File: config.mk
export PLATFORM = sky130hd
export DESIGN_NAME = vec_branch_trunc
export DESIGN_NICKNAME = d
export VERILOG_FILES = /design/src/rtl/vbt_pkg.sv /design/src/rtl/vbt_elem_eval.sv /design/src/rtl/vbt_cnt_step.sv /design/src/rtl/vec_branch_trunc.sv
export SDC_FILE = /design/constraint.sdc
export NUM_CORES = 1
export LEC_CHECK = 0
export BUFFER_PORTS_ARGS = -buffer_cell sky130_fd_sc_hd__buf_4
export CORE_MARGIN = 2
export CORE_UTILIZATION = 55
export DETAILED_ROUTE_END_ITERATION = 10
export PLACE_DENSITY = 0.8
export SETUP_SLACK_MARGIN = 0.05
export SYNTH_ARGS = -nofsm -noshare
export SYNTH_HDL_FRONTEND = slang
export SYNTH_SLANG_ARGS = --single-unit
File: constraint.sdc
create_clock -name clk -period 3.98 [get_ports clk]
set_input_delay 0.199 -clock clk [delete_from_list [all_inputs] [get_ports clk]]
set_output_delay 0.199 -clock clk [all_outputs]
set_load 0.1 [all_outputs]
File: src/rtl/vbt_pkg.sv
package vbt_pkg;

    typedef enum logic [1:0] {
        ST_IDLE,
        ST_WALK,
        ST_DONE
    } vbt_state_t;

    typedef enum logic [1:0] {
        ACT_END,
        ACT_SKIP,
        ACT_PASS,
        ACT_TRIG
    } vbt_act_t;

    typedef struct packed {
        logic incl;
        logic sense;
        logic zero;
        logic cnt_en;
        logic cnt_inv;
    } vbt_mode_t;

endpackage

File: src/rtl/vbt_elem_eval.sv
module vbt_elem_eval
    import vbt_pkg::*;
#(
    parameter int LEN_W = 7
) (
    input  logic [LEN_W-1:0] idx,
    input  logic [LEN_W-1:0] vl,
    input  logic [LEN_W-1:0] kept,
    input  logic             pred_bit,
    input  logic             cond_bit,
    input  vbt_mode_t        mode,
    output vbt_act_t         act,
    output logic             dec_req,
    output logic [LEN_W-1:0] trig_len
);

    logic in_range;
    logic tested;
    logic hit;

    always_comb begin
        in_range = (idx < vl);
        tested   = in_range && pred_bit;
        hit      = tested && (cond_bit == mode.sense);

        if (!in_range)
            act = ACT_END;
        else if (!pred_bit)
            act = ACT_SKIP;
        else if (hit)
            act = ACT_TRIG;
        else
            act = ACT_PASS;

        // an exclusive trigger ends the walk before any count step
        dec_req = tested && mode.cnt_en && (cond_bit ^ mode.cnt_inv)
                  && !(hit && !mode.incl);

        if (mode.incl)
            trig_len = idx + LEN_W'(1);
        else if (mode.zero)
            trig_len = idx;
        else
            trig_len = kept;
    end

endmodule

File: src/rtl/vbt_cnt_step.sv
module vbt_cnt_step #(
    parameter int CNT_W = 16
) (
    input  logic [CNT_W-1:0] cur,
    input  logic             dec,
    output logic [CNT_W-1:0] nxt
);

    always_comb begin
        nxt = dec ? (cur - CNT_W'(1)) : cur;
    end

endmodule

File: src/rtl/vec_branch_trunc.sv
module vec_branch_trunc
    import vbt_pkg::*;
#(
    parameter int MAX_ELEMS = 64,
    parameter int CNT_W     = 16,
    parameter int LEN_W     = $clog2(MAX_ELEMS + 1)
) (
    input  logic                 clk,
    input  logic                 rst_n,
    input  logic                 start,
    input  logic [LEN_W-1:0]     vl_in,
    input  logic [MAX_ELEMS-1:0] pred_mask,
    input  logic [MAX_ELEMS-1:0] cond_bits,
    input  logic [CNT_W-1:0]     cnt_in,
    input  logic                 incl_mode,
    input  logic                 sense_taken,
    input  logic                 zero_mode,
    input  logic                 cnt_dec_en,
    input  logic                 cnt_dec_inv,
    input  logic                 link_req,
    output logic                 done,
    output logic [LEN_W-1:0]     len_out,
    output logic [CNT_W-1:0]     cnt_out,
    output logic                 taken,
    output logic                 link_upd
);

    localparam int IDX_W = (MAX_ELEMS > 1) ? $clog2(MAX_ELEMS) : 1;
    localparam logic [LEN_W-1:0] LEN_MAX = LEN_W'(MAX_ELEMS);

    vbt_state_t state_q, state_d;

    logic [MAX_ELEMS-1:0] pred_q;
    logic [MAX_ELEMS-1:0] cond_q;
    logic [LEN_W-1:0]     vl_q;
    logic [LEN_W-1:0]     idx_q;
    logic [LEN_W-1:0]     kept_q;
    logic [LEN_W-1:0]     len_q;
    logic [CNT_W-1:0]     cnt_q;
    logic                 taken_q;
    logic                 link_q;
    vbt_mode_t            mode_q;

    logic [LEN_W-1:0]     vl_clamped;
    logic [IDX_W-1:0]     sel;
    logic                 pred_cur;
    logic                 cond_cur;
    vbt_act_t             act;
    logic                 dec_req;
    logic [LEN_W-1:0]     trig_len;
    logic [CNT_W-1:0]     cnt_nxt;

    assign vl_clamped = (vl_in > LEN_MAX) ? LEN_MAX : vl_in;
    assign sel        = idx_q[IDX_W-1:0];
    assign pred_cur   = pred_q[sel];
    assign cond_cur   = cond_q[sel];

    vbt_elem_eval #(.LEN_W(LEN_W)) u_eval (
        .idx      (idx_q),
        .vl       (vl_q),
        .kept     (kept_q),
        .pred_bit (pred_cur),
        .cond_bit (cond_cur),
        .mode     (mode_q),
        .act      (act),
        .dec_req  (dec_req),
        .trig_len (trig_len)
    );

    vbt_cnt_step #(.CNT_W(CNT_W)) u_cnt (
        .cur (cnt_q),
        .dec (dec_req),
        .nxt (cnt_nxt)
    );

    // next-state logic
    always_comb begin
        state_d = state_q;
        unique case (state_q)
            ST_IDLE: if (start) state_d = ST_WALK;
            ST_WALK: if (act == ACT_END || act == ACT_TRIG) state_d = ST_DONE;
            ST_DONE: state_d = ST_IDLE;
            default: state_d = ST_IDLE;
        endcase
    end

    // state register
    always_ff @(posedge clk or negedge rst_n) begin
        if (!rst_n)
            state_q <= ST_IDLE;
        else
            state_q <= state_d;
    end

    // datapath and result registers
    always_ff @(posedge clk or negedge rst_n) begin
        if (!rst_n) begin
            pred_q  <= '0;
            cond_q  <= '0;
            vl_q    <= '0;
            idx_q   <= '0;
            kept_q  <= '0;
            len_q   <= '0;
            cnt_q   <= '0;
            taken_q <= 1'b0;
            link_q  <= 1'b0;
            mode_q  <= '0;
        end else begin
            unique case (state_q)
                ST_IDLE: begin
                    if (start) begin
                        pred_q  <= pred_mask;
                        cond_q  <= cond_bits;
                        vl_q    <= vl_clamped;
                        idx_q   <= '0;
                        kept_q  <= '0;
                        cnt_q   <= cnt_in;
                        taken_q <= 1'b0;
                        link_q  <= link_req;
                        mode_q  <= '{incl:    incl_mode,
                                     sense:   sense_taken,
                                     zero:    zero_mode,
                                     cnt_en:  cnt_dec_en,
                                     cnt_inv: cnt_dec_inv};
                    end
                end
                ST_WALK: begin
                    unique case (act)
                        ACT_END: begin
                            len_q <= vl_q;
                        end
                        ACT_SKIP: begin
                            idx_q <= idx_q + LEN_W'(1);
                        end
                        ACT_PASS: begin
                            idx_q   <= idx_q + LEN_W'(1);
                            kept_q  <= idx_q + LEN_W'(1);
                            taken_q <= cond_cur;
                            cnt_q   <= cnt_nxt;
                        end
                        ACT_TRIG: begin
                            taken_q <= cond_cur;
                            cnt_q   <= cnt_nxt;
                            len_q   <= trig_len;
                        end
                        default: ;
                    endcase
                end
                ST_DONE: ;
                default: ;
            endcase
        end
    end

    // outputs
    always_comb begin
        done     = (state_q == ST_DONE);
        len_out  = len_q;
        cnt_out  = cnt_q;
        taken    = taken_q;
        link_upd = taken_q && link_q;
    end

endmodule

==> metrics.txt, run 1 <==
# TYPE chip_impl_metric gauge
chip_impl_metric{name="drive_gt1_frac",unit=""} 0.213
chip_impl_metric{name="final.setup_skew",unit="ns"} 0.0126
chip_impl_metric{name="number_of_iterations_in_the_first_detailed_routing_pass",unit=""} 5
chip_impl_info{name="tritoncts_clock_tree",value="yes"} 1
chip_impl_metric{name="vert_die_dim",unit="µm"} 133
chip_impl_metric{name="vias",unit=""} 8464
chip_impl_metric{name="die_width",unit="µm"} 133
chip_impl_info{name="setup.worst_path.start_class",value="flop"} 1
chip_impl_metric{name="crit_fanout",unit=""} 8
chip_impl_metric{name="synth_largest_type_area_fraction",unit=""} 0.493
chip_impl_metric{name="worst_setup_slack_for_register_to_register_paths",unit="ns"} 0.29
chip_impl_metric{name="max_freq",unit="GHz"} 0.271
chip_impl_metric{name="synthArstFlopShare",unit=""} 1.00
chip_impl_metric{name="synth.avg_cell_area",unit="µm²"} 9.26
chip_impl_metric{name="std_cell_rows",unit=""} 47
chip_impl_metric{name="synthesis.area",unit="µm²"} 9180
chip_impl_metric{name="ctsHtreeMaxLevel",unit=""} 4
chip_impl_info{name="ys.flop_type",value="sky130_fd_sc_hd__dfrtp_1"} 1
chip_impl_metric{name="drc",unit=""} 0
chip_impl_metric{name="reg2reg_depth",unit=""} 17
chip_impl_info{name="synth.area.top_cells",value="sky130_fd_sc_hd__dfrtp_1 49%, sky130_fd_sc_hd__nand2_1 18%, sky130_fd_sc_hd__mux4_1 5.4%, sky130_fd_sc_hd__mux4_2 2.7%, sky130_fd_sc_hd__mux2i_1 2.5%"} 1
chip_impl_info{name="synthDominantAreaCellType",value="sky130_fd_sc_hd__dfrtp_1"} 1
chip_impl_metric{name="clkSinkCount",unit=""} 181
chip_impl_metric{name="grt_util_overall",unit=""} 0.319
chip_impl_metric{name="setup_viol_count_final",unit=""} 0
chip_impl_metric{name="synth_enable_flop_cells",unit=""} 0
chip_impl_metric{name="ctsLongestPathBuffers",unit=""} 2
chip_impl_info{name="outcome",value="complete, no violations"} 1
chip_impl_metric{name="cp.required",unit="ns"} 4.28
chip_impl_metric{name="timing_max_transition_violations_final",unit=""} 0
chip_impl_metric{name="clock_insertion_delay_at_the_later_pin_of_the_skew_report",unit="ns"} 0.43
chip_impl_info{name="cts-root-buf",value="sky130_fd_sc_hd__clkbuf_16"} 1
chip_impl_metric{name="port_buffers",unit=""} 185
chip_impl_metric{name="total_power",unit="mW"} 9.72
chip_impl_metric{name="yosys_warnings",unit=""} 0
chip_impl_metric{name="final_net_count",unit=""} 1447
chip_impl_metric{name="cts.reportedPaths.clkPinSlew",unit="ns"} 0.06
chip_impl_metric{name="holdPathStages",unit=""} 3
chip_impl_metric{name="routed_wire_length",unit="µm"} 27200
chip_impl_metric{name="netlist_instances",unit=""} 992
chip_impl_metric{name="multi_input_area",unit="µm²"} 4250
chip_impl_metric{name="hold_violations",unit=""} 0
chip_impl_metric{name="synth_seq_cells",unit=""} 181
chip_impl_metric{name="tritoncts.num_buffers",unit=""} 17
chip_impl_metric{name="antenna_found_initial",unit=""} 2
chip_impl_info{name="worst_hold_path.endpoint",value="cond_q[60]"} 1
chip_impl_metric{name="area_growth",unit="%"} 37.1
chip_impl_info{name="worst_r2r_endpoint",value="idx_q[2]"} 1
chip_impl_metric{name="place_hpwl",unit="µm"} 15700
chip_impl_metric{name="total_leakage_power",unit="nW"} 6.25
chip_impl_info{name="critical_path_class",value="flop to flop"} 1
chip_impl_info{name="worst_setup_path_end_kind",value="flop"} 1
chip_impl_metric{name="grt_start_max_net_pins",unit=""} 107
chip_impl_metric{name="tns",unit="ns"} 0
chip_impl_metric{name="gpl.final_weighted_congestion",unit=""} 0.831
chip_impl_metric{name="final.period_utilization",unit=""} 0.926
chip_impl_info{name="startpoint",value="idx_q[0]"} 1
chip_impl_metric{name="irDropWorstVdd",unit="V"} 0.000505
chip_impl_metric{name="grt.overflow.total",unit=""} 0
chip_impl_metric{name="drtIter0Drc",unit=""} 692
chip_impl_metric{name="postSynthNetCount",unit=""} 1162
chip_impl_metric{name="worst-slew-pin-transition",unit="ns"} 0.953
chip_impl_metric{name="postRouteAntennaNets",unit=""} 0
chip_impl_metric{name="cp.arrival",unit="ns"} 3.98
chip_impl_metric{name="n_fill_cell",unit=""} 1031
chip_impl_metric{name="first_global_vias",unit=""} 8756
chip_impl_metric{name="period_needed",unit="ns"} 3.69
chip_impl_info{name="final_common_cell",value="sky130_fd_sc_hd__nand2_1"} 1
chip_impl_info{name="worst_flop_to_flop_path_startpoint",value="idx_q[0]"} 1
chip_impl_metric{name="fin_worst_hold_slack",unit="ns"} 0.0100
chip_impl_metric{name="boundaryPins",unit=""} 186
chip_impl_metric{name="synth-seq-area-share",unit=""} 0.493
chip_impl_metric{name="routedWlPerCell",unit="µm"} 18.0
chip_impl_metric{name="max-slew-margin-rel",unit=""} 0.363
chip_impl_metric{name="initial_core_util",unit=""} 0.558
chip_impl_info{name="min-delay-path-class",value="primary input to flop"} 1
chip_impl_info{name="rsz0062_at_grt",value="false"} 1
chip_impl_info{name="timing.hold.worst.start",value="cond_bits[60]"} 1
chip_impl_metric{name="maxCapViolCount",unit=""} 0
chip_impl_info{name="most-common-layout-cells",value="437 x sky130_fd_sc_hd__nand2_1, 199 x sky130_fd_sc_hd__buf_4, 180 x sky130_fd_sc_hd__dfrtp_1, 126 x sky130_fd_sc_hd__dlygate4sd3_1, 30 x sky130_fd_sc_hd__o21ai_0"} 1
chip_impl_metric{name="power-per-cell-area",unit="nW/µm²"} 772
chip_impl_metric{name="core_region_area",unit="µm²"} 16500
chip_impl_metric{name="register_area",unit="µm²"} 4530
chip_impl_metric{name="grt_pass1_wl",unit="µm"} 44200
chip_impl_metric{name="die_area",unit="µm²"} 17700
chip_impl_metric{name="yosys.cell_types.count",unit=""} 63
chip_impl_metric{name="vias_per_cell",unit=""} 5.60
[timing repair]
action,in CTS,in global routing
setup buffers,0,5
hold buffers,125,1
setup endpoints to repair,0,2
endpoints found under the hold margin,218,1
gates resized for setup,0,1
[how the worst max path moves through the flow]
stage,to,slack (ns),cells past startpoint
CTS,idx_q[2],0.20,15
floorplan,kept_q[5],0.58,17
global route,idx_q[2],0.12,15
detailed placement,idx_q[2],0.23,15
finish,idx_q[2],0.29,17
global placement,idx_q[2],0.34,15
[stage by stage]
stage          area [µm²]  utilization  setup WS [ns]  cells
2_1_floorplan        9180            -          0.578    992
3_5_place_dp        10700        0.649          0.226   1347
5_1_grt             12600        0.765          0.117   1512
6_report            12600        0.765          0.293   1512
4_1_cts             12500        0.761          0.204   1504
3_3_place_gp        10700        0.649          0.337   1347
[cell families after synthesis]
group	share of synthesized area
flops	0.493
mux	0.119
xor+xnor	0.00763
simple gates	0.237
fa+ha+maj	0.0136
buf+inv	0.0450
compound gates	0.0842
[synthesized netlist by cell type, types with 9 or more instances]
library cell and number:
sky130_fd_sc_hd__nor2_1 24, sky130_fd_sc_hd__a21oi_1 19, sky130_fd_sc_hd__ha_1 10, sky130_fd_sc_hd__o22ai_1 11, sky130_fd_sc_hd__o21ai_0 30, sky130_fd_sc_hd__inv_1 22, sky130_fd_sc_hd__nand3_1 9, sky130_fd_sc_hd__mux2i_1 23
sky130_fd_sc_hd__dfrtp_1 181, sky130_fd_sc_hd__nand2_1 438, sky130_fd_sc_hd__mux4_1 19, sky130_fd_sc_hd__mux4_2 11, sky130_fd_sc_hd__clkbuf_1 46, sky130_fd_sc_hd__nor3_1 16
[layer usage]
layer	global-route usage	share of wire	wire [µm]	vias up
met5	0	0	0	-
met4	0.165	0.046	1240	0
met3	0.0559	0.065	1770	93
met2	0.545	0.51	13900	386
met1	0.391	0.38	10200	4101
li1	-	-	-	3884
[critical path, stage by stage (launching register included)]
cell and delay (ns):
sky130_fd_sc_hd__dfrtp_4 0.53, sky130_fd_sc_hd__buf_12 0.16, sky130_fd_sc_hd__buf_4 0.13, sky130_fd_sc_hd__mux4_2 0.41, sky130_fd_sc_hd__mux2_2 0.28, sky130_fd_sc_hd__o32ai_1 0.12
sky130_fd_sc_hd__o32a_1 0.30, sky130_fd_sc_hd__nor2_1 0.09, sky130_fd_sc_hd__xnor2_1 0.13, sky130_fd_sc_hd__nor2_1 0.06, sky130_fd_sc_hd__or2_2 0.29, sky130_fd_sc_hd__ha_1 0.32
sky130_fd_sc_hd__nand2b_1 0.16, sky130_fd_sc_hd__a21o_1 0.23, sky130_fd_sc_hd__inv_1 0.11, sky130_fd_sc_hd__o21ai_0 0.09, sky130_fd_sc_hd__nand2_1 0.08, sky130_fd_sc_hd__o21ai_0 0.07
[registers in the layout (all words and copies together) (netlist names)]
signal and cells:
state_q 2, cnt_out 16, pred_q 64, taken 1
vl_q 7, mode_q 5, len_out 7, kept_q 7
idx_q 7, cond_q 64, link_q 1
[final cells by class]
type	instances	share of cell area
repair buffers	330	0.226
diodes	2	0.000397
clock inverters	13	0.0120
inverters	23	0.00686
flip-flops and latches	181	0.360
multi-input cells	724	0.338
clock buffers	19	0.0352
well taps	220	0.0219
[report_power, final]
part / switching, mW / total [mW] / internal, mW
registers: 0.667 / 3.34 / 2.68
clock network: 0.747 / 1.70 / 0.952
logic: 2.87 / 4.68 / 1.81
No activity file was read; power rests on OpenSTA's default activity.
==> run 2: changes to the inputs <==
- ABC_AREA: unset -> 1
==> run 2 against run 1 <==
Compared with the run above:
- first-iteration DRC count up 33%
- largest cell class unchanged
- synthesized cell count is 27% higher
- fmax up 3.1%
- global-route usage rose by 0.20 points
- worst hold slack lost 0.0041 ns
- setup slack improved by 0.11 ns
- critical path type unchanged
- die area fell by 0.73%
==> metrics.txt, run 2 <==
# TYPE chip_impl_metric gauge
chip_impl_metric{name="clock_insertion_delay_at_the_later_pin_of_the_skew_report",unit="ns"} 0.44
chip_impl_info{name="worst_r2r_endpoint",value="len_out[1]"} 1
chip_impl_metric{name="die_width",unit="µm"} 133
chip_impl_info{name="min-delay-path-class",value="primary input to flop"} 1
chip_impl_metric{name="port_buffers",unit=""} 185
chip_impl_metric{name="grt_pass1_wl",unit="µm"} 45000
chip_impl_metric{name="max_freq",unit="GHz"} 0.280
chip_impl_metric{name="tritoncts.num_buffers",unit=""} 17
chip_impl_info{name="critical_path_class",value="flop to flop"} 1
chip_impl_info{name="cts-root-buf",value="sky130_fd_sc_hd__clkbuf_16"} 1
chip_impl_metric{name="ctsHtreeMaxLevel",unit=""} 4
chip_impl_metric{name="cp.required",unit="ns"} 4.30
chip_impl_metric{name="maxCapViolCount",unit=""} 0
chip_impl_metric{name="std_cell_rows",unit=""} 47
chip_impl_metric{name="final.setup_skew",unit="ns"} 0.00860
chip_impl_metric{name="place_hpwl",unit="µm"} 16400
chip_impl_metric{name="area_growth",unit="%"} 36.8
chip_impl_metric{name="worst_path_largest_cell_delay",unit="ns"} 0.77
chip_impl_metric{name="number_of_iterations_in_the_first_detailed_routing_pass",unit=""} 6
chip_impl_metric{name="hold_violations",unit=""} 0
chip_impl_info{name="most-common-layout-cells",value="686 x sky130_fd_sc_hd__nand2_1, 194 x sky130_fd_sc_hd__buf_4, 180 x sky130_fd_sc_hd__dfrtp_1, 128 x sky130_fd_sc_hd__dlygate4sd3_1, 102 x sky130_fd_sc_hd__nand3_1"} 1
chip_impl_metric{name="synth_largest_type_area_fraction",unit=""} 0.497
chip_impl_metric{name="antenna_found_initial",unit=""} 1
chip_impl_metric{name="worst_setup_slack_for_register_to_register_paths",unit="ns"} 0.41
chip_impl_metric{name="setup_viol_count_final",unit=""} 0
chip_impl_metric{name="vert_die_dim",unit="µm"} 133
chip_impl_info{name="synthDominantAreaCellType",value="sky130_fd_sc_hd__dfrtp_1"} 1
chip_impl_metric{name="initial_core_util",unit=""} 0.556
chip_impl_info{name="worst_flop_to_flop_path_startpoint",value="idx_q[3]"} 1
chip_impl_info{name="setup.worst_path.start_class",value="flop"} 1
chip_impl_metric{name="synth-seq-area-share",unit=""} 0.497
chip_impl_metric{name="grt.overflow.total",unit=""} 0
chip_impl_info{name="cp_cell_sequence",value="clkinv_1 > a21oi_1 > nand3_1 > nand3_1 > nand3_2 > nand3_1 > nand2_1 > nand3_1 > nand2_1 > ha_1 > inv_1 > nor2_1 > clkinv_1 > a21oi_1 > a2bb2oi_1"} 1
chip_impl_metric{name="timing_max_transition_violations_final",unit=""} 0
chip_impl_metric{name="holdPathStages",unit=""} 3
chip_impl_info{name="timing.critical_path.slowest_stage_cell",value="sky130_fd_sc_hd__dfrtp_1"} 1
chip_impl_metric{name="irDropWorstVdd",unit="V"} 0.000308
chip_impl_metric{name="grt_util_overall",unit=""} 0.321
chip_impl_metric{name="ctsLongestPathBuffers",unit=""} 2
chip_impl_metric{name="worst-slew-pin-transition",unit="ns"} 0.983
chip_impl_info{name="ys_top_cells_by_count",value="686 x sky130_fd_sc_hd__nand2_1, 181 x sky130_fd_sc_hd__dfrtp_1, 102 x sky130_fd_sc_hd__nand3_1"} 1
chip_impl_metric{name="cts_setup_buffers",unit=""} 0
chip_impl_metric{name="routedWlPerCell",unit="µm"} 15.8
chip_impl_metric{name="synth.avg_cell_area",unit="µm²"} 7.26
chip_impl_metric{name="first_global_vias",unit=""} 9325
chip_impl_info{name="synth.area.top_cells",value="sky130_fd_sc_hd__dfrtp_1 50%, sky130_fd_sc_hd__nand2_1 28%, sky130_fd_sc_hd__nand3_1 5.6%, sky130_fd_sc_hd__o21ai_0 2.7%, sky130_fd_sc_hd__a21oi_1 2.1%"} 1
chip_impl_metric{name="gpl.final_weighted_congestion",unit=""} 0.937
chip_impl_metric{name="reg2reg_depth",unit=""} 15
chip_impl_metric{name="drtIter0Drc",unit=""} 919
chip_impl_metric{name="period_needed",unit="ns"} 3.57
chip_impl_metric{name="synthArstFlopShare",unit=""} 1.00
chip_impl_metric{name="vias_per_cell",unit=""} 5.34
chip_impl_info{name="worst_setup_path_end_kind",value="flop"} 1
chip_impl_metric{name="routed_wire_length",unit="µm"} 27900
chip_impl_metric{name="synth_enable_flop_cells",unit=""} 0
chip_impl_info{name="rsz0062_at_grt",value="false"} 1
chip_impl_metric{name="worst-path-buf-inv",unit=""} 3
chip_impl_metric{name="total_leakage_power",unit="nW"} 6.74
chip_impl_metric{name="power-per-cell-area",unit="nW/µm²"} 307
chip_impl_metric{name="drive_gt1_frac",unit=""} 0.159
chip_impl_metric{name="synthesis.area",unit="µm²"} 9110
chip_impl_metric{name="place_area",unit="µm²"} 10600
chip_impl_info{name="synth.most_common_cell",value="sky130_fd_sc_hd__nand2_1"} 1
chip_impl_metric{name="tns",unit="ns"} 0
chip_impl_info{name="cp_common_cell",value="sky130_fd_sc_hd__nand3_1"} 1
chip_impl_metric{name="drc",unit=""} 0
chip_impl_metric{name="vias",unit=""} 9460
chip_impl_info{name="worst_hold_path.endpoint",value="pred_q[36]"} 1
chip_impl_metric{name="boundaryPins",unit=""} 186
chip_impl_metric{name="cts.reportedPaths.clkPinSlew",unit="ns"} 0.07
chip_impl_metric{name="yosys_warnings",unit=""} 0
chip_impl_info{name="final_common_cell",value="sky130_fd_sc_hd__nand2_1"} 1
chip_impl_metric{name="core_region_area",unit="µm²"} 16400
chip_impl_metric{name="yosys.cell_types.count",unit=""} 32
chip_impl_metric{name="grt_start_max_net_pins",unit=""} 103
chip_impl_info{name="ys.flop_type",value="sky130_fd_sc_hd__dfrtp_1"} 1
chip_impl_metric{name="postRouteAntennaNets",unit=""} 0
chip_impl_metric{name="synth_seq_cells",unit=""} 181
chip_impl_metric{name="die_area",unit="µm²"} 17600
chip_impl_metric{name="cp.arrival",unit="ns"} 3.89
chip_impl_metric{name="netlist_instances",unit=""} 1255
chip_impl_info{name="outcome",value="complete, no violations"} 1
chip_impl_info{name="cpLargestDelayFamily",value="simple AND/OR/NAND/NOR gates"} 1
chip_impl_metric{name="final.period_utilization",unit=""} 0.898
chip_impl_metric{name="final_net_count",unit=""} 1706
chip_impl_metric{name="max-slew-margin-rel",unit=""} 0.344
chip_impl_info{name="tritoncts_clock_tree",value="yes"} 1
chip_impl_metric{name="post_cts_sizing",unit=""} 0
chip_impl_metric{name="post-route-cell-area",unit="µm²"} 12500
chip_impl_info{name="timing.hold.worst.start",value="pred_mask[36]"} 1
chip_impl_metric{name="crit_fanout",unit=""} 15
chip_impl_metric{name="clkSinkCount",unit=""} 181
chip_impl_metric{name="postSynthNetCount",unit=""} 1425
==> run 2: cell types whose count changed after synthesis, sizes merged, moves of 17 or more <==
cell	before	now
a21oi	19	39
inv	22	48
mux2i	23	0
mux4	30	0
nand2	439	690
nand3	9	106
nor3	21	4
==> run 2: routing by layer <==
layer	GRT usage	part of all wire
met5	0	0
met4	0.148	0.034
met3	0.0586	0.067
met2	0.551	0.50
met1	0.395	0.40
==> run 2: power by group <==
group / leakage (nW) / internal [mW] / switching, mW
clock network: 0.277 / 0.941 / 0.782
registers: 2.43 / 1.84 / 0
logic: 4.03 / 0.182 / 0.0902
total: 6.74 / 2.96 / 0.873
==> run 2: tightest hold or removal path, cell delays in order <==
cell                      delay (ns)
sky130_fd_sc_hd__buf_4          0.08
sky130_fd_sc_hd__nand2_1        0.06
sky130_fd_sc_hd__nand2_1        0.07
==> run 2: logic make-up after synthesis <==
logic type	Yosys count	synth area share
AO/OA/AOI/OAI	102	0.0601
buffers and inverters	114	0.0557
AND/OR/NAND/NOR	843	0.369
XOR/XNOR	5	0.00480
flip-flops	181	0.497
adder cells (fa/ha/maj)	10	0.0137
==> run 2: what timing repair did <==
item | 4_1_cts | 5_1_grt
endpoints found under the hold margin | 211 | 0
endpoints found under the setup margin | 0 | 0
hold buffers | 128 | 0
==> run 2: area by class of cell <==
class / instances / area [µm²]
diodes: 1 / 2.50
repair buffers: 325 / 2790
inverters: 51 / 194
clock inverters: 15 / 169
multi-input cells: 960 / 4090
well taps: 220 / 275
fillers: 1135 / 3940
flip-flops and latches: 181 / 4530
clock buffers: 17 / 425
==> run 2: how the worst max path moves through the flow <==
stage,cells after the start,to,startpoint,slack [ns]
final,15,len_out[1],idx_q[3],0.41
after global routing,17,len_out[0],idx_q[1],0.06
after CTS,17,len_out[1],idx_q[1],0.47
after detailed placement,17,len_out[1],idx_q[1],0.49
after global placement,17,len_out[0],idx_q[1],0.56
after floorplan,17,len_out[1],idx_q[2],1.35
==> run 2: per-stage QoR <==
stage | worst slack (ns) | power (mW) | instances | util | hold WS [ns]
2_1_floorplan | 1.35 | 1.88 | 1255 | - | -0.0966
3_3_place_gp | 0.565 | 2.04 | 1609 | 0.646 | 0.309
3_5_place_dp | 0.488 | 2.04 | 1609 | 0.646 | 0.306
4_1_cts | 0.471 | 3.82 | 1769 | 0.760 | 0.00285
5_1_grt | 0.0607 | 3.92 | 1770 | 0.760 | 0.00329
6_report | 0.405 | 3.83 | 1770 | 0.760 | 0.00590
==> run 3: changes to the inputs <==
==> constraint.sdc (replaced) <==
create_clock -name clk -period 3.98 [get_ports clk]
set_input_delay 0.398 -clock clk [delete_from_list [all_inputs] [get_ports clk]]
set_output_delay 0.398 -clock clk [all_outputs]
set_load 0.1 [all_outputs]
==> run 3 against run 2 <==
Compared with the run above:
- global-route usage is 4.1 points lower
- critical path type unchanged
- count of clock-buffer cells in the layout stayed put
- largest power group unchanged
- clock skew is 0.0022 ns lower
- highest routed layer unchanged
==> metrics.txt, run 3 (synthesized netlist as in run 2, its figures left out) <==
# TYPE chip_impl_metric gauge
chip_impl_info{name="cts-root-buf",value="sky130_fd_sc_hd__clkbuf_16"} 1
chip_impl_metric{name="final.setup_skew",unit="ns"} 0.00637
chip_impl_info{name="cp_cell_sequence",value="clkinv_1 > a21oi_1 > nand3_1 > nand3_1 > nand3_2 > nand3_1 > nand2_1 > nand3_1 > nand2_1 > ha_1 > inv_1 > nor2_1 > clkinv_1 > a21oi_1 > a2bb2oi_1"} 1
chip_impl_metric{name="insertedDiodeCount",unit=""} 0
chip_impl_metric{name="period_needed",unit="ns"} 3.47
chip_impl_metric{name="routedWlPerCell",unit="µm"} 14.4
chip_impl_info{name="tritoncts_clock_tree",value="yes"} 1
chip_impl_metric{name="postRouteAntennaNets",unit=""} 0
chip_impl_metric{name="boundaryPins",unit=""} 186
chip_impl_metric{name="total_leakage_power",unit="nW"} 6.19
chip_impl_metric{name="first_global_vias",unit=""} 8115
chip_impl_info{name="cp_common_cell",value="sky130_fd_sc_hd__nand3_1"} 1
chip_impl_metric{name="tritoncts.num_buffers",unit=""} 17
chip_impl_metric{name="place_hpwl",unit="µm"} 16200
chip_impl_metric{name="maxCapViolCount",unit=""} 0
chip_impl_metric{name="cts_setup_buffers",unit=""} 0
chip_impl_metric{name="cp.required",unit="ns"} 4.29
chip_impl_metric{name="vert_die_dim",unit="µm"} 133
chip_impl_metric{name="tns",unit="ns"} 0
chip_impl_metric{name="drc",unit=""} 0
chip_impl_metric{name="std_cell_rows",unit=""} 47
chip_impl_info{name="worst_flop_to_flop_path_startpoint",value="idx_q[3]"} 1
chip_impl_metric{name="port_buffers",unit=""} 185
chip_impl_metric{name="antenna_found_initial",unit=""} 0
chip_impl_metric{name="ctsLongestPathBuffers",unit=""} 2
chip_impl_metric{name="gpl.final_weighted_congestion",unit=""} 0.900
chip_impl_metric{name="reg2reg_depth",unit=""} 15
chip_impl_metric{name="clock_insertion_delay_at_the_later_pin_of_the_skew_report",unit="ns"} 0.44
chip_impl_info{name="most-common-layout-cells",value="686 x sky130_fd_sc_hd__nand2_1, 190 x sky130_fd_sc_hd__buf_4, 180 x sky130_fd_sc_hd__dfrtp_1, 102 x sky130_fd_sc_hd__nand3_1, 49 x sky130_fd_sc_hd__o21ai_0"} 1
chip_impl_metric{name="die_area",unit="µm²"} 17600
chip_impl_metric{name="grt_start_max_net_pins",unit=""} 147
chip_impl_metric{name="grt_util_overall",unit=""} 0.280
chip_impl_metric{name="max_freq",unit="GHz"} 0.288
chip_impl_info{name="worst_r2r_endpoint",value="len_out[5]"} 1
chip_impl_info{name="outcome",value="complete, no violations"} 1
chip_impl_metric{name="post_cts_sizing",unit=""} 0
chip_impl_metric{name="cts-hold-fix-buffers",unit=""} 0
chip_impl_metric{name="die_width",unit="µm"} 133
chip_impl_metric{name="final.period_utilization",unit=""} 0.871
chip_impl_metric{name="routed_wire_length",unit="µm"} 23600
chip_impl_metric{name="timing_max_transition_violations_final",unit=""} 0
chip_impl_metric{name="worst_path_largest_cell_delay",unit="ns"} 0.74
chip_impl_metric{name="hold_violations",unit=""} 0
chip_impl_metric{name="area_growth",unit="%"} 22.5
chip_impl_info{name="final_common_cell",value="sky130_fd_sc_hd__nand2_1"} 1
chip_impl_metric{name="initial_core_util",unit=""} 0.556
chip_impl_metric{name="drive_gt1_frac",unit=""} 0.172
chip_impl_metric{name="clkSinkCount",unit=""} 181
chip_impl_info{name="rsz0062_at_grt",value="false"} 1
chip_impl_info{name="setup.worst_path.start_class",value="flop"} 1
chip_impl_metric{name="irDropWorstVdd",unit="V"} 0.000308
chip_impl_metric{name="final_net_count",unit=""} 1576
chip_impl_metric{name="cts.reportedPaths.clkPinSlew",unit="ns"} 0.07
chip_impl_info{name="worst_setup_path_end_kind",value="flop"} 1
chip_impl_metric{name="max-slew-margin-rel",unit=""} 0.446
chip_impl_metric{name="cp.arrival",unit="ns"} 3.77
chip_impl_metric{name="grt.overflow.total",unit=""} 0
chip_impl_metric{name="grt_pass1_wl",unit="µm"} 39700
chip_impl_info{name="critical_path_class",value="flop to flop"} 1
chip_impl_info{name="min-delay-path-class",value="primary input to asynchronous set/reset pin"} 1
chip_impl_metric{name="vias_per_cell",unit=""} 5.24
chip_impl_metric{name="setup_viol_count_final",unit=""} 0
chip_impl_metric{name="worst-slew-pin-transition",unit="ns"} 0.830
chip_impl_metric{name="core_region_area",unit="µm²"} 16400
chip_impl_metric{name="power-per-cell-area",unit="nW/µm²"} 322
chip_impl_metric{name="number_of_iterations_in_the_first_detailed_routing_pass",unit=""} 5
chip_impl_metric{name="crit_fanout",unit=""} 15
chip_impl_metric{name="vias",unit=""} 8584
chip_impl_metric{name="fin_worst_hold_slack",unit="ns"} 0.0223
chip_impl_metric{name="ctsHtreeMaxLevel",unit=""} 4
chip_impl_metric{name="worst_setup_slack_for_register_to_register_paths",unit="ns"} 0.51
chip_impl_info{name="timing.critical_path.slowest_stage_cell",value="sky130_fd_sc_hd__dfrtp_1"} 1
chip_impl_metric{name="drtIter0Drc",unit=""} 714
## run 3: cell types whose count changed in the layout (fill, tap and decap cells not counted)
cell / delta
sky130_fd_sc_hd__buf_12: +2
sky130_fd_sc_hd__buf_4: -4
sky130_fd_sc_hd__clkinv_8: +1
sky130_fd_sc_hd__clkinv_4: +3
sky130_fd_sc_hd__clkinvlp_4: -2
sky130_fd_sc_hd__bufinv_16: -2
sky130_fd_sc_hd__inv_6: +1
sky130_fd_sc_hd__clkinv_2: -1
sky130_fd_sc_hd__diode_2: -1
sky130_fd_sc_hd__dlygate4sd3_1: -128
## run 3: per-stage QoR
| stage | std cells | instance area (µm²) | power (mW) | util | setup WS [ns] |
|---|---|---|---|---|---|
| finish | 1639 | 11200 | 3.60 | 0.681 | 0.514 |
| detailed placement | 1607 | 10600 | 2.04 | 0.646 | 0.595 |
| global route | 1639 | 11200 | 3.72 | 0.681 | 0.165 |
| CTS | 1639 | 11200 | 3.63 | 0.681 | 0.578 |
| global placement | 1607 | 10600 | 2.03 | 0.646 | 0.705 |
| floorplan | 1255 | 9110 | 1.88 | - | 1.35 |
## run 3: worst max path at each step
stage	startpoint	to	slack [ns]	depth (start not counted)
final	idx_q[3]	len_out[5]	0.51	15
after global routing	idx_q[1]	len_out[1]	0.17	17
after CTS	idx_q[1]	len_out[5]	0.58	17
after detailed placement	idx_q[1]	len_out[0]	0.60	17
after global placement	idx_q[1]	len_out[5]	0.71	17
after floorplan	idx_q[2]	len_out[1]	1.35	17
## run 3: cell type report
type                       instances  area [µm²]
clock buffer                      17         425
multi-input combinational        960        4090
sequential                       181        4530
tap                              220         275
inverter                          51         194
timing repair buffer             195        1520
clock inverter                    15         140
fill                            1398        5240
## run 3: critical path: cells and delay by family, from the launching register on
| family | cells | cell delay, ns |
|---|---|---|
| DFF | 1 | 0.74 |
| and+or+nand+nor | 8 | 0.93 |
| adders and majority gates | 1 | 0.33 |
| buffers and inverters | 3 | 0.83 |
| AOI/OAI and AO/OA | 3 | 0.50 |
## run 3: where the power goes
group          total (mW)  switching (mW)  internal, mW
clock network        1.60           0.779         0.825
logic               0.159          0.0592        0.0995
registers            1.84               0          1.84
## run 3: layer usage
| layer | vias up | share of wire | track usage |
|---|---|---|---|
| met2 | 302 | 0.48 | 0.453 |
| met1 | 4012 | 0.44 | 0.392 |
| met5 | - | 0 | 0 |
| li1 | 4234 | - | - |
| met4 | 0 | 0.019 | 0.0866 |
| met3 | 36 | 0.060 | 0.0425 |
